--- config.mk ---
export PLATFORM = sky130hd
export DESIGN_NAME = dual_cmp_timer
export DESIGN_NICKNAME = d
export VERILOG_FILES = /design/src/rtl/dct_pkg.sv /design/src/rtl/dct_in_sync.sv /design/src/rtl/dct_tick_gen.sv /design/src/rtl/dct_ctrl_reg.sv /design/src/rtl/dct_counter.sv /design/src/rtl/dual_cmp_timer.sv
export SDC_FILE = /design/constraint.sdc
export NUM_CORES = 1
export LEC_CHECK = 0
export BUFFER_PORTS_ARGS = -buffer_cell sky130_fd_sc_hd__clkbuf_2
export CAP_MARGIN = 5
export CORE_MARGIN = 2
export CORE_UTILIZATION = 50
export CTS_BUF_LIST = sky130_fd_sc_hd__clkbuf_4
export DETAILED_ROUTE_END_ITERATION = 10
export HOLD_SLACK_MARGIN = 0.12
export MAX_ROUTING_LAYER = met4
export PLACE_DENSITY = 0.71
export SYNTH_ARGS = -nofsm -noshare
export SYNTH_HDL_FRONTEND = slang
export SYNTH_SLANG_ARGS = --single-unit
--- constraint.sdc ---
create_clock -name clk_i -period 4.22 [get_ports clk_i]
set_clock_uncertainty 0.15 [all_clocks]
set_input_delay 0.211 -clock clk_i [delete_from_list [all_inputs] [get_ports clk_i]]
set_output_delay 0.211 -clock clk_i [all_outputs]
set_load 0.01 [all_outputs]
--- src/rtl/dct_pkg.sv ---
package dct_pkg;
  localparam int unsigned CW = 16;

  localparam logic [1:0] A_CTRL = 2'd0;
  localparam logic [1:0] A_CNT  = 2'd1;
  localparam logic [1:0] A_CMPA = 2'd2;
  localparam logic [1:0] A_CMPB = 2'd3;

  localparam int unsigned B_EN   = 15;
  localparam int unsigned B_INH  = 14;
  localparam int unsigned B_INT  = 13;
  localparam int unsigned B_RIU  = 12;
  localparam int unsigned B_MC   = 5;
  localparam int unsigned B_RTG  = 4;
  localparam int unsigned B_P    = 3;
  localparam int unsigned B_EXT  = 2;
  localparam int unsigned B_ALT  = 1;
  localparam int unsigned B_CONT = 0;

  typedef struct packed {
    logic en;
    logic intr;
    logic riu;
    logic mc;
    logic rtg;
    logic presc;
    logic ext;
    logic alt;
    logic cont;
  } ctrl_t;

  function automatic logic [CW-1:0] ctrl_pack(input ctrl_t c);
    logic [CW-1:0] w;
    w         = '0;
    w[B_EN]   = c.en;
    w[B_INT]  = c.intr;
    w[B_RIU]  = c.riu;
    w[B_MC]   = c.mc;
    w[B_RTG]  = c.rtg;
    w[B_P]    = c.presc;
    w[B_EXT]  = c.ext;
    w[B_ALT]  = c.alt;
    w[B_CONT] = c.cont;
    return w;
  endfunction
endpackage

--- src/rtl/dct_in_sync.sv ---
module dct_in_sync #(
  parameter int unsigned STAGES = 2
) (
  input  logic clk_i,
  input  logic rst_ni,
  input  logic pin_i,
  output logic level_o,
  output logic rise_o
);
  logic [STAGES-1:0] sync_q;
  logic              last_q;

  generate
    if (STAGES == 1) begin : g_one
      always_ff @(posedge clk_i or negedge rst_ni)
        if (!rst_ni) sync_q <= '0;
        else         sync_q <= pin_i;
    end else begin : g_many
      always_ff @(posedge clk_i or negedge rst_ni)
        if (!rst_ni) sync_q <= '0;
        else         sync_q <= {sync_q[STAGES-2:0], pin_i};
    end
  endgenerate

  always_ff @(posedge clk_i or negedge rst_ni)
    if (!rst_ni) last_q <= 1'b0;
    else         last_q <= sync_q[STAGES-1];

  assign level_o = sync_q[STAGES-1];
  assign rise_o  = sync_q[STAGES-1] & ~last_q;
endmodule

--- src/rtl/dct_tick_gen.sv ---
module dct_tick_gen #(
  parameter int unsigned DIV = 4
) (
  input  logic clk_i,
  input  logic rst_ni,
  input  logic ext_i,
  input  logic rtg_i,
  input  logic presc_i,
  input  logic level_i,
  input  logic rise_i,
  input  logic prescale_tick_i,
  output logic tick_o,
  output logic retrig_o
);
  localparam int unsigned DW = (DIV > 1) ? $clog2(DIV) : 1;
  localparam logic [DW-1:0] LAST = DW'(DIV - 1);

  logic [DW-1:0] div_q;
  logic          int_tick, base_tick;

  always_ff @(posedge clk_i or negedge rst_ni)
    if (!rst_ni)           div_q <= '0;
    else if (div_q == LAST) div_q <= '0;
    else                   div_q <= div_q + 1'b1;

  assign int_tick  = (div_q == LAST);
  assign base_tick = presc_i ? prescale_tick_i : int_tick;

  always_comb begin
    if (ext_i)      tick_o = rise_i;
    else if (rtg_i) tick_o = base_tick;
    else            tick_o = base_tick & level_i;
  end

  assign retrig_o = ~ext_i & rtg_i & rise_i;
endmodule

--- src/rtl/dct_ctrl_reg.sv ---
module dct_ctrl_reg
  import dct_pkg::*;
(
  input  logic          clk_i,
  input  logic          rst_ni,
  input  logic          wr_i,
  input  logic [CW-1:0] wdata_i,
  input  logic          match_i,
  input  logic          irq_ack_i,
  output ctrl_t         ctrl_o,
  output logic          irq_o
);
  ctrl_t ctrl_q;
  logic  irq_q;
  logic  cycle_end;

  assign cycle_end = ~ctrl_q.cont & (~ctrl_q.alt | ctrl_q.riu);

  always_ff @(posedge clk_i or negedge rst_ni) begin
    if (!rst_ni) begin
      ctrl_q <= '0;
    end else begin
      if (wr_i) begin
        if (wdata_i[B_INH]) ctrl_q.en <= wdata_i[B_EN];
        ctrl_q.intr  <= wdata_i[B_INT];
        ctrl_q.mc    <= ctrl_q.mc & wdata_i[B_MC];
        ctrl_q.rtg   <= wdata_i[B_RTG];
        ctrl_q.presc <= wdata_i[B_P];
        ctrl_q.ext   <= wdata_i[B_EXT];
        ctrl_q.alt   <= wdata_i[B_ALT];
        ctrl_q.cont  <= wdata_i[B_CONT];
        if (!wdata_i[B_ALT]) ctrl_q.riu <= 1'b0;
      end
      // hardware events win over a same-cycle write
      if (match_i) begin
        ctrl_q.mc <= 1'b1;
        if (ctrl_q.alt) ctrl_q.riu <= ~ctrl_q.riu;
        if (cycle_end)  ctrl_q.en  <= 1'b0;
      end
    end
  end

  always_ff @(posedge clk_i or negedge rst_ni)
    if (!rst_ni)                      irq_q <= 1'b0;
    else if (match_i && ctrl_q.intr)  irq_q <= 1'b1;
    else if (irq_ack_i)               irq_q <= 1'b0;

  assign ctrl_o = ctrl_q;
  assign irq_o  = irq_q;
endmodule

--- src/rtl/dct_counter.sv ---
module dct_counter #(
  parameter int unsigned W = 16
) (
  input  logic         clk_i,
  input  logic         rst_ni,
  input  logic         wr_cnt_i,
  input  logic         wr_cmpa_i,
  input  logic         wr_cmpb_i,
  input  logic [W-1:0] wdata_i,
  input  logic         en_i,
  input  logic         use_b_i,
  input  logic         tick_i,
  input  logic         retrig_i,
  output logic [W-1:0] count_o,
  output logic [W-1:0] cmpa_o,
  output logic [W-1:0] cmpb_o,
  output logic         match_o
);
  logic [W-1:0] cnt_q, cmpa_q, cmpb_q, nxt, limit;
  logic         adv;

  assign limit   = use_b_i ? cmpb_q : cmpa_q;
  assign nxt     = cnt_q + 1'b1;
  assign adv     = en_i & tick_i & ~retrig_i & ~wr_cnt_i;
  assign match_o = adv & (nxt == limit);

  always_ff @(posedge clk_i or negedge rst_ni)
    if (!rst_ni)       cnt_q <= '0;
    else if (wr_cnt_i) cnt_q <= wdata_i;
    else if (retrig_i) cnt_q <= '0;
    else if (match_o)  cnt_q <= '0;
    else if (adv)      cnt_q <= nxt;

  always_ff @(posedge clk_i or negedge rst_ni)
    if (!rst_ni) begin
      cmpa_q <= '0;
      cmpb_q <= '0;
    end else begin
      if (wr_cmpa_i) cmpa_q <= wdata_i;
      if (wr_cmpb_i) cmpb_q <= wdata_i;
    end

  assign count_o = cnt_q;
  assign cmpa_o  = cmpa_q;
  assign cmpb_o  = cmpb_q;
endmodule

--- src/rtl/dual_cmp_timer.sv ---
module dual_cmp_timer
  import dct_pkg::*;
#(
  parameter int unsigned DIV    = 4,
  parameter int unsigned STAGES = 2
) (
  input  logic          clk_i,
  input  logic          rst_ni,
  input  logic [1:0]    addr_i,
  input  logic          wr_en_i,
  input  logic [CW-1:0] wdata_i,
  output logic [CW-1:0] rdata_o,
  input  logic          tmr_in_i,
  input  logic          prescale_tick_i,
  input  logic          irq_ack_i,
  output logic          irq_o
);
  ctrl_t         ctrl;
  logic          level, rise, tick, retrig, match;
  logic [CW-1:0] count, cmpa, cmpb;
  logic          wr_ctrl, wr_cnt, wr_cmpa, wr_cmpb;

  assign wr_ctrl = wr_en_i & (addr_i == A_CTRL);
  assign wr_cnt  = wr_en_i & (addr_i == A_CNT);
  assign wr_cmpa = wr_en_i & (addr_i == A_CMPA);
  assign wr_cmpb = wr_en_i & (addr_i == A_CMPB);

  dct_in_sync #(.STAGES(STAGES)) u_sync (
    .clk_i, .rst_ni, .pin_i(tmr_in_i), .level_o(level), .rise_o(rise)
  );

  dct_tick_gen #(.DIV(DIV)) u_tick (
    .clk_i, .rst_ni,
    .ext_i(ctrl.ext), .rtg_i(ctrl.rtg), .presc_i(ctrl.presc),
    .level_i(level), .rise_i(rise), .prescale_tick_i,
    .tick_o(tick), .retrig_o(retrig)
  );

  dct_counter #(.W(CW)) u_cnt (
    .clk_i, .rst_ni,
    .wr_cnt_i(wr_cnt), .wr_cmpa_i(wr_cmpa), .wr_cmpb_i(wr_cmpb),
    .wdata_i, .en_i(ctrl.en), .use_b_i(ctrl.riu),
    .tick_i(tick), .retrig_i(retrig),
    .count_o(count), .cmpa_o(cmpa), .cmpb_o(cmpb), .match_o(match)
  );

  dct_ctrl_reg u_ctrl (
    .clk_i, .rst_ni, .wr_i(wr_ctrl), .wdata_i,
    .match_i(match), .irq_ack_i, .ctrl_o(ctrl), .irq_o
  );

  always_comb begin
    unique case (addr_i)
      A_CTRL:  rdata_o = ctrl_pack(ctrl);
      A_CNT:   rdata_o = count;
      A_CMPA:  rdata_o = cmpa;
      default: rdata_o = cmpb;
    endcase
  end
endmodule

==> run metrics, run 1 <==
status completed; largest net degree at the start of global routing 37; vias per cell 5.957; sequential area share after synthesis 0.4172; post-CTS resize count 0; Seq pwr share 0.443; final hold slack 0.1632 ns; Layout fillers approximately 680; drt initial violations around 230; Starting Density 0.5182; Clock Power Share 0.232; GRT Resource Usage Total 0.2372; Routed wire per std cell 17.67 um; routability cong. a little under 0.9; # rows 31; Syn Std Cell Area 0.003779 mm2; clock root buffer clkbuf_4; vias in the first global route between 2000 and 3000; # diodes 0; CTS tree built; Final Hold Violating Endpoints 0; Buffers on Ports 40; nets between 400 and 500; Yosys cell types 50; Synth top cells by count dfrtp_1, mux2_2, nand2_1, xnor2_1, nor2_1; fin util 0.6019; detailed placement HPWL 6135 um; Vias roughly 3000; Yosys Warn Count 0; synthesized flop and latch total 63; DRC 0; startpoint type of the worst setup path flop; postcts setup bufs 0; Slew Viols, Final 0; RSZ-0062 raised after global routing no; top-count cell post-synth dfrtp_1; Leakage 0.001810 uW; dominant synthesized flop cell dfrtp_1; Period Utilization, post-route 0.8807; post-synthesis mux area share 0.2325; Compound-Gate Fraction of Synth Area 0.1083; Pwr Density 451.8 mW/mm2; dpl cells 472; post-synth top area cell dfrtp_1; Post-synth ARST share 1.000; WP data arrival 3.87 ns; Max-Slew Margin vs Limit 0.3278; P_sw 689.6 uW; EDFF count, synth 0; CP required about 4.4 ns; die span in y 90.93 um; Internal 1293 uW; synthesized-area fraction occupied by adder cells 0.006623; Syn Nets approximately 380; FMAX 269.1 MHz; max cap viols 0; Synth Area in Simple Gates 0.1384; clk buf depth 2; Tot Pwr 1983 uW; crit path kind reg -> reg; Num CTS Buffers 9; WL final ~9000 um; worst skew pair latency approximately 0.42 ns; Post-DRT Antenna Nets 0; main combinational cell family by area after synthesis multiplexers; initial antenna violation count 0; area share of the largest cell type after synthesis 0.4172; Setup TNS 0 ns; largest fanout on the critical path 19; Max VDD drop about 0.00030 V; minimum clock period approximately 3.7 ns; Die Wd about 91 um; layout cells sized above 1 0.2868; Hold WC Path Type in -> reg; Cells after Synth 351; global-route wire length before repair 15060 um; Sw Share 0.3478; post-synthesis xor/xnor area fraction 0.06258; combinational power share 0.325; hold_buf cts 19; Slew @ Worst Pin around 1.0 ns; Worst-path clk slew about 0.11 ns; Synth area leaders dfrtp_1, mux2_2, mux4_2; DR pass1 iterations 5; H-tree levels 3; core area 0.007292 mm2; Post-Layout Cell Count 507; nature of the critical path endpoint flop; Final Setup Violations 0; Area Overhead vs Synth 16.16%; CTS Sinks 63; Syn Area/Cell 10.77 um2; total gr overflow 0; DIE AREA 0.008268 mm2; io pins 41
==> area by class of cell <==
cell class | instances | area, um2 | share of cell area
timing repair buffer | 67 | 450.4 | 0.1026
clock buffer | 9 | 67.56 | 0.01539
inverter | 3 | 11.26 | 0.002566
clock inverter | 7 | 87.58 | 0.01995
tap | 99 | 123.9 | 0.02822
sequential | 63 | 1577 | 0.3592
multi-input combinational | 259 | 2072 | 0.4721
==> routing by layer <==
| layer | vias up | part of all wire | GRT usage | wire length (um) |
|---|---|---|---|---|
| met4 | 0 | 0.016 | 0.08081 | 147 |
| met2 | 99 | 0.47 | 0.3611 | 4206 |
| li1 | 1408 | - | - | - |
| met3 | 16 | 0.050 | 0.03320 | 449 |
| met1 | 1497 | 0.46 | 0.3292 | 4156 |
| met5 | - | 0 | - | 0 |
==> power by group through the flow <==
stage / Sequential (uW) / Clock, uW / Combinational (uW)
after floorplan: 808 / 0 / 528
after global placement: 880 / 0 / 617
after detailed placement: 887 / 0 / 628
after CTS: 876 / 466 / 646
after global routing: 900 / 494 / 711
final: 879 / 460 / 644
==> path summary, 6_finish.rpt <==
check | start | endpoint | slack [ns] | cells after the start
max | u_ctrl.ctrl_o[6] | u_cnt.count_o[5] | 0.50 | 9
min | wr_en_i | u_ctrl.ctrl_o[5] | 0.16 | 4
max reg2reg | u_ctrl.ctrl_o[6] | u_cnt.count_o[5] | 0.50 | 9
min reg2reg | u_sync.sync_q[0] | u_sync.sync_q[1] | 0.21 | 0
max in group asynchronous | rst_ni | u_cnt.cmpb_o[7] | 2.76 | 3
min in group asynchronous | rst_ni | u_cnt.cmpb_o[2] | 0.23 | 2
==> logic make-up (layout without fill, tap and decap cells) <==
kind of cell             count (synthesis)  in the layout
AND/OR/NAND/NOR                         99             99
multiplexers                            71             71
flip-flops                              63             63
AO/OA/AOI/OAI                           60             60
buffers and inverters                   29             86
XOR/XNOR                                27             27
adder cells (fa/ha/maj)                  2              2
==> metrics by stage <==
| stage | cell area, um2 | worst slack (ns) |
|---|---|---|
| floorplan | 3779 | 1.286 |
| global placement | 4044 | 0.7150 |
| detailed placement | 4044 | 0.5725 |
| CTS | 4389 | 0.5634 |
| global route | 4389 | 0.3047 |
| finish | 4389 | 0.5034 |
==> critical path: stages, from the launching register on <==
cell,delay [ns]
dfrtp_1,0.82
buf_4,0.32
mux2i_1,0.24
xor2_1,0.19
xnor2_1,0.08
nor4_1,0.21
nand4_1,0.13
or4_1,0.84
a31o_1,0.34
a221o_1,0.29
==> state kept, by name, indices dropped and copies added, names as in the netlist <==
register and count:
u_sync.last_q 1, u_ctrl.ctrl_o 9, u_sync.sync_q 2, u_tick.div_q 2, u_ctrl.irq_o 1, u_cnt.cmpa_o 16, u_cnt.cmpb_o 16, u_cnt.count_o 16
==> layout by cell type, fill, tap and decap left out, types with 2 or more instances in the layout <==
cell           synthesis  layout
a22oi_1                9       9
nand4_1                2       2
a211oi_1               3       3
o22ai_1                2       2
nor3_1                13      13
nor2b_1                2       2
nand3_1                8       8
xnor2_1               20      20
clkbuf_2               2      40
nand3b_1               3       3
a22o_1                 7       7
dlygate4sd3_1          0      19
a21oi_1                9       9
mux2_2                44      44
buf_4                  1       8
nor4_1                 2       2
clkbuf_4               0       9
and3b_1                3       3
inv_1                  3       3
nor3b_1                4       4
dfrtp_1               63      63
xor2_1                 7       7
nand2_1               24      24
nor2_1                19      19
o21ai_0               16      16
and3_1                10      10
o211ai_1               5       5
clkinv_1               0       3
ha_1                   2       2
bufinv_16              0       2
mux2i_1               18      18
mux4_2                 9       9
(Power assumes the default switching activity.)
==> inputs of run 2 (changes only) <==
--- a/config.mk
+++ b/config.mk
@@ -10,6 +10,7 @@
 export CORE_MARGIN = 2
 export CORE_UTILIZATION = 50
 export CTS_BUF_LIST = sky130_fd_sc_hd__clkbuf_4
+export CTS_CLUSTER_SIZE = 8
 export DETAILED_ROUTE_END_ITERATION = 10
 export HOLD_SLACK_MARGIN = 0.12
 export MAX_ROUTING_LAYER = met4
==> constraint.sdc (replaced) <==
create_clock -name clk_i -period 4.13 [get_ports clk_i]
set_clock_uncertainty 0.15 [all_clocks]
set_input_delay 0.2065 -clock clk_i [delete_from_list [all_inputs] [get_ports clk_i]]
set_output_delay 0.2065 -clock clk_i [all_outputs]
set_load 0.01 [all_outputs]
==> run 2 against run 1 <==
Maximum frequency up 3.7%. Worst setup slack better by 0.042 ns. Largest cell class unchanged. Power down 0.68%. Cell count up 0.20%. Cell area about the same. Sequential power up 2%. Sequential cell count unchanged. Combinational power up 1%. Count of clock-buffer cells in the layout unchanged. Via count down 1.9%. Global-route usage down 0.46 points.
==> run metrics, run 2 (synthesis gave the netlist of run 1 again) <==
status completed; worst reg2reg path startpoint u_ctrl.ctrl_o[6]; crit-path max cell delay about 0.86 ns; Die Wd between 90 and 100 um; max cap viols 0; routability cong. between 0.9 and 1; vias per cell 5.831; Hold WC Path Type reg -> reg; Leakage 0.001812 uW; cell with the largest stage delay on the worst path or4_1; Num CTS Buffers 9; CP required between 4 and 5 ns; Layout fillers 633; drt initial violations 206; # rows 31; Final Setup Violations 0; Routed wire per std cell around 17 um; initial antenna violation count 0; minimum clock period 3.584 ns; H-tree levels 3; Buffers on Ports 40; Pwr Density 449.1 mW/mm2; DIE AREA between 0.008 and 0.009 mm2; largest net degree at the start of global routing 37; Setup TNS 0 ns; most frequent cells in the layout dfrtp_1, mux2_2, clkbuf_2; crit path kind reg -> reg; Vias 2962; worst skew pair latency 0.40 ns; Final Hold Violating Endpoints 0; DRC 0; Max-Slew Margin vs Limit 0.3225; Starting Density 0.5182; Area Overhead vs Synth 16.06%; Post-DRT Antenna Nets 0; DP Worst Slack around 0.55 ns; Tot Pwr approximately 2000 uW; Slew @ Worst Pin just over 1 ns; CTS Sinks 63; io pins 41; GRT Resource Usage Total 0.2326; total gr overflow 0; nature of the critical path endpoint flop; Period Utilization, post-route 0.8679; # diodes 0; detailed placement HPWL 6132 um; RSZ-0062 raised after global routing no; FMAX 279.0 MHz; Worst Hold Launch u_sync.sync_q[0]; nets 430; launch point of the critical path u_ctrl.ctrl_o[6]; vias in the first global route 2955; WL final 8723 um; CTS tree built; most common cell after layout, fill and taps aside dfrtp_1; core area 0.007292 mm2; clk buf depth 2; layout cells sized above 1 0.2934; WP data arrival 3.73 ns; largest fanout on the critical path 19; global-route wire length before repair 14790 um; most frequent cell on the critical path xnor2_1; Worst-path clk slew 0.12 ns; Max VDD drop 0.0002113 V; postcts setup bufs 0; startpoint type of the worst setup path flop; fin util 0.6014; CP cell instances buf_4 > mux2i_1 > xnor2_1 > xnor2_1 > a41oi_1 > or4_1 > a31o_1 > a221o_1; clock root buffer clkbuf_4; Slew Viols, Final 0; die span in y 90.93 um; DR pass1 iterations 4; worst setup margin 0.5456 ns
==> run 2: final timing paths <==
check / endpoint / slack [ns] / cells after the start
setup reg to reg: u_cnt.count_o[5] / 0.55 / 8
hold / removal: u_sync.sync_q[1] / 0.21 / 0
max in group asynchronous: u_cnt.count_o[8] / 2.63 / 3
min in group asynchronous: u_sync.sync_q[0] / 0.29 / 2
setup / recovery: u_cnt.count_o[5] / 0.55 / 8
hold reg to reg: u_sync.sync_q[1] / 0.21 / 0
==> run 2: critical path, delay by kind of cell, from the launching register on <==
family	cells	cell delay [ns]
simple gates	1	0.86
buf+inv	1	0.32
compound gates	3	0.75
xor+xnor	2	0.31
flops	1	0.85
mux	1	0.23
==> run 2: timing repair <==
item,4_1_cts,5_1_grt
endpoints found under the hold margin,94,0
hold buffers,20,0
gates resized for setup,0,0
==> run 2: cell type report <==
class                           instances  area, um2  share of cell area
Tap cell                               99      123.9             0.02825
Timing Repair Buffer                   68      460.4              0.1050
Multi-Input combinational cell        259       2072              0.4725
Clock buffer                            9      67.56             0.01541
Sequential cell                        63       1577              0.3595
Inverter                                3      11.26            0.002568
Clock inverter                          7      73.82             0.01683
==> run 2: through the flow <==
stage	std cells	instance area (um2)	hold slack [ns]
final	508	4385	0.2140
after global routing	508	4385	0.2224
after CTS	508	4385	0.2177
after detailed placement	472	4044	0.1662
after global placement	472	4044	0.1650
after floorplan	351	3779	-0.2391
==> run 2: layer usage <==
layer	routed length [um]	share of wire	global-route usage	vias up
li1	-	-	-	1414
met1	4073	0.47	0.3163	1451
met2	4127	0.47	0.3574	83
met3	387	0.044	0.03485	14
met4	135	0.015	0.08333	0
met5	0	0	-	-
==> run 2: power breakdown <==
group          internal (uW)  switching (uW)  total [uW]
Clock                    185             234         419
Combinational            344             309         652
Sequential               738             160         898
Total                   1270             703        1970
==> inputs of run 3 (changes only) <==
--- a/config.mk
+++ b/config.mk
@@ -7,14 +7,16 @@
 export LEC_CHECK = 0
 export BUFFER_PORTS_ARGS = -buffer_cell sky130_fd_sc_hd__clkbuf_2
 export CAP_MARGIN = 5
+export CELL_PAD_IN_SITES_DETAIL_PLACEMENT = 0
+export CELL_PAD_IN_SITES_GLOBAL_PLACEMENT = 1
 export CORE_MARGIN = 2
-export CORE_UTILIZATION = 50
+export CORE_UTILIZATION = 48
 export CTS_BUF_LIST = sky130_fd_sc_hd__clkbuf_4
 export CTS_CLUSTER_SIZE = 8
 export DETAILED_ROUTE_END_ITERATION = 10
 export HOLD_SLACK_MARGIN = 0.12
 export MAX_ROUTING_LAYER = met4
-export PLACE_DENSITY = 0.71
+export PLACE_DENSITY = 0.83
 export SYNTH_ARGS = -nofsm -noshare
 export SYNTH_HDL_FRONTEND = slang
 export SYNTH_SLANG_ARGS = --single-unit
==> run 3 against run 2 <==
Sequential power hardly changed. Critical path depth did not move. Cell area is 0.54% higher. Power is 2.9% higher. Count of clock-buffer cells in the layout up 2. Clock power increased by 13%. Worst setup slack gained 0.14 ns. Die area up 4.0%. Cell count rose by 0.59%. Global-route usage is 0.31 points lower. Non-clock buffer count increased by 1. Combinational power hardly changed.
==> run metrics, run 3 (synthesis gave the netlist of run 1 again) <==
most frequent cells in the layout dfrtp_1, mux2_2, clkbuf_2; largest fanout on the critical path 15; WP data arrival about 3.6 ns; CTS Sinks 63; nature of the critical path endpoint flop; crit path kind reg -> reg; RSZ-0062 raised after global routing no; global-route wire length before repair 14750 um; routability cong. 0.9290; io pins between 40 and 50; Slew Viols, Final 0; DRT met1 WL 4292 um; DIE AREA around 0.0086 mm2; Final Setup Violations 0; Max-Slew Margin vs Limit 0.3271; total gr overflow 0; DRC 0; Area after DPL roughly 0.004 mm2; Buffers on Ports 40; detailed placement HPWL slightly above 6000 um; clock root buffer clkbuf_4; drt initial violations 140; core area roughly 0.0077 mm2; largest net degree at the start of global routing 34; fin util 0.5736; DR pass1 iterations 4; crit-path max cell delay 0.85 ns; vias per cell 5.822; Area Overhead vs Synth 16.69%; most common cell after layout, fill and taps aside dfrtp_1; FMAX 290.1 MHz; worst skew pair latency between 0.4 and 0.5 ns; initial antenna violation count 0; die span in y 92.73 um; Num CTS Buffers 9; # diodes 0; WL final approximately 8900 um; Leakage 0.001821 uW; cell with the largest stage delay on the worst path dfrtp_1; layout cells sized above 1 0.2910; H-tree levels 3; Starting Density 0.4915; Max VDD drop 0.0002402 V; clk buf depth 2; CP cell instances mux2i_1 > xor2_1 > nand3_1 > nor4_1 > nand4_1 > or4_1 > a31o_1 > a221o_1; status completed; GRT Resource Usage Total 0.2295; Period Utilization, post-route 0.8345; Slew @ Worst Pin 1.006 ns; postcts setup bufs 0; CP required between 4 and 5 ns; Routed wire per std cell 17.35 um; Final Cell Area ~0.0044 mm2; max cap viols 0; nets 431; minimum clock period 3.447 ns; CTS tree built; Pwr Density between 400 and 500 mW/mm2; top sig layer met4; Setup TNS 0 ns; Met3 Routed Length between 300 and 400 um; vias in the first global route 2902; Die Wd 92.73 um; # rows 32; Vias 2975; Worst-path clk slew 0.10 ns; Hold WC Path Type reg -> reg; Final Hold Violating Endpoints 0; Post-DRT Antenna Nets 0; Layout fillers 688; startpoint type of the worst setup path flop; met2 WL 4062 um
-- run 3: changes by cell type in the layout (fill, tap and decap cells not counted) --
cell	before	now
clkinv_4	3	0
clkbuf_4	9	11
clkinv_2	2	0
clkinv_1	0	1
bufinv_16	1	2
buf_4	8	9
-- run 3: critical path, delay by kind of cell, from the launching register on --
kind	cells	cell delay, ns
AO/OA/AOI/OAI	2	0.56
XOR/XNOR	1	0.18
flip-flops	1	0.85
multiplexers	1	0.31
AND/OR/NAND/NOR	4	1.29
-- run 3: layout make-up --
class | count | area (um2) | share of cell area
sequential | 63 | 1577 | 0.3575
clock inverter | 4 | 71.32 | 0.01617
inverter | 3 | 11.26 | 0.002554
tap | 102 | 127.6 | 0.02894
clock buffer | 11 | 82.58 | 0.01873
timing repair buffer | 69 | 467.9 | 0.1061
multi-input combinational | 259 | 2072 | 0.4699
-- run 3: what timing repair did --
action	in CTS	in global routing
gates resized for setup	0	0
endpoints found under the hold margin	89	0
hold buffers	20	0
-- run 3: metrics by stage --
stage / total power, uW / std cells / hold slack (ns) / setup WS [ns]
after floorplan: 1365 / 351 / -0.2391 / 1.196
after global placement: 1536 / 476 / 0.1652 / 0.7143
after detailed placement: 1547 / 476 / 0.1661 / 0.6741
after CTS: 2035 / 511 / 0.2153 / 0.6729
after global routing: 2152 / 511 / 0.2181 / 0.4439
final: 2027 / 511 / 0.2108 / 0.6834
-- run 3: final timing paths --
path                                  start          endpoint  slack, ns  depth (start not counted)
max in group asynchronous            rst_ni  u_cnt.count_o[7]       2.66                          3
hold reg to reg            u_sync.sync_q[0]  u_sync.sync_q[1]       0.21                          0
setup reg to reg           u_ctrl.ctrl_o[6]  u_cnt.count_o[5]       0.68                          8
hold / removal             u_sync.sync_q[0]  u_sync.sync_q[1]       0.21                          0
setup / recovery           u_ctrl.ctrl_o[6]  u_cnt.count_o[5]       0.68                          8
min in group asynchronous            rst_ni   u_cnt.cmpb_o[2]       0.25                          2
-- run 3: per-layer routing --
metal  GRT usage  vias up
met4     0.07475        0
met3     0.03417       12
li1            -     1414
met5           -        -
met2      0.3491       66
met1      0.3192     1483
-- run 3: where the power goes --
group	internal (uW)	switching, uW
Sequential	738	162
Clock	254	220
Combinational	343	309
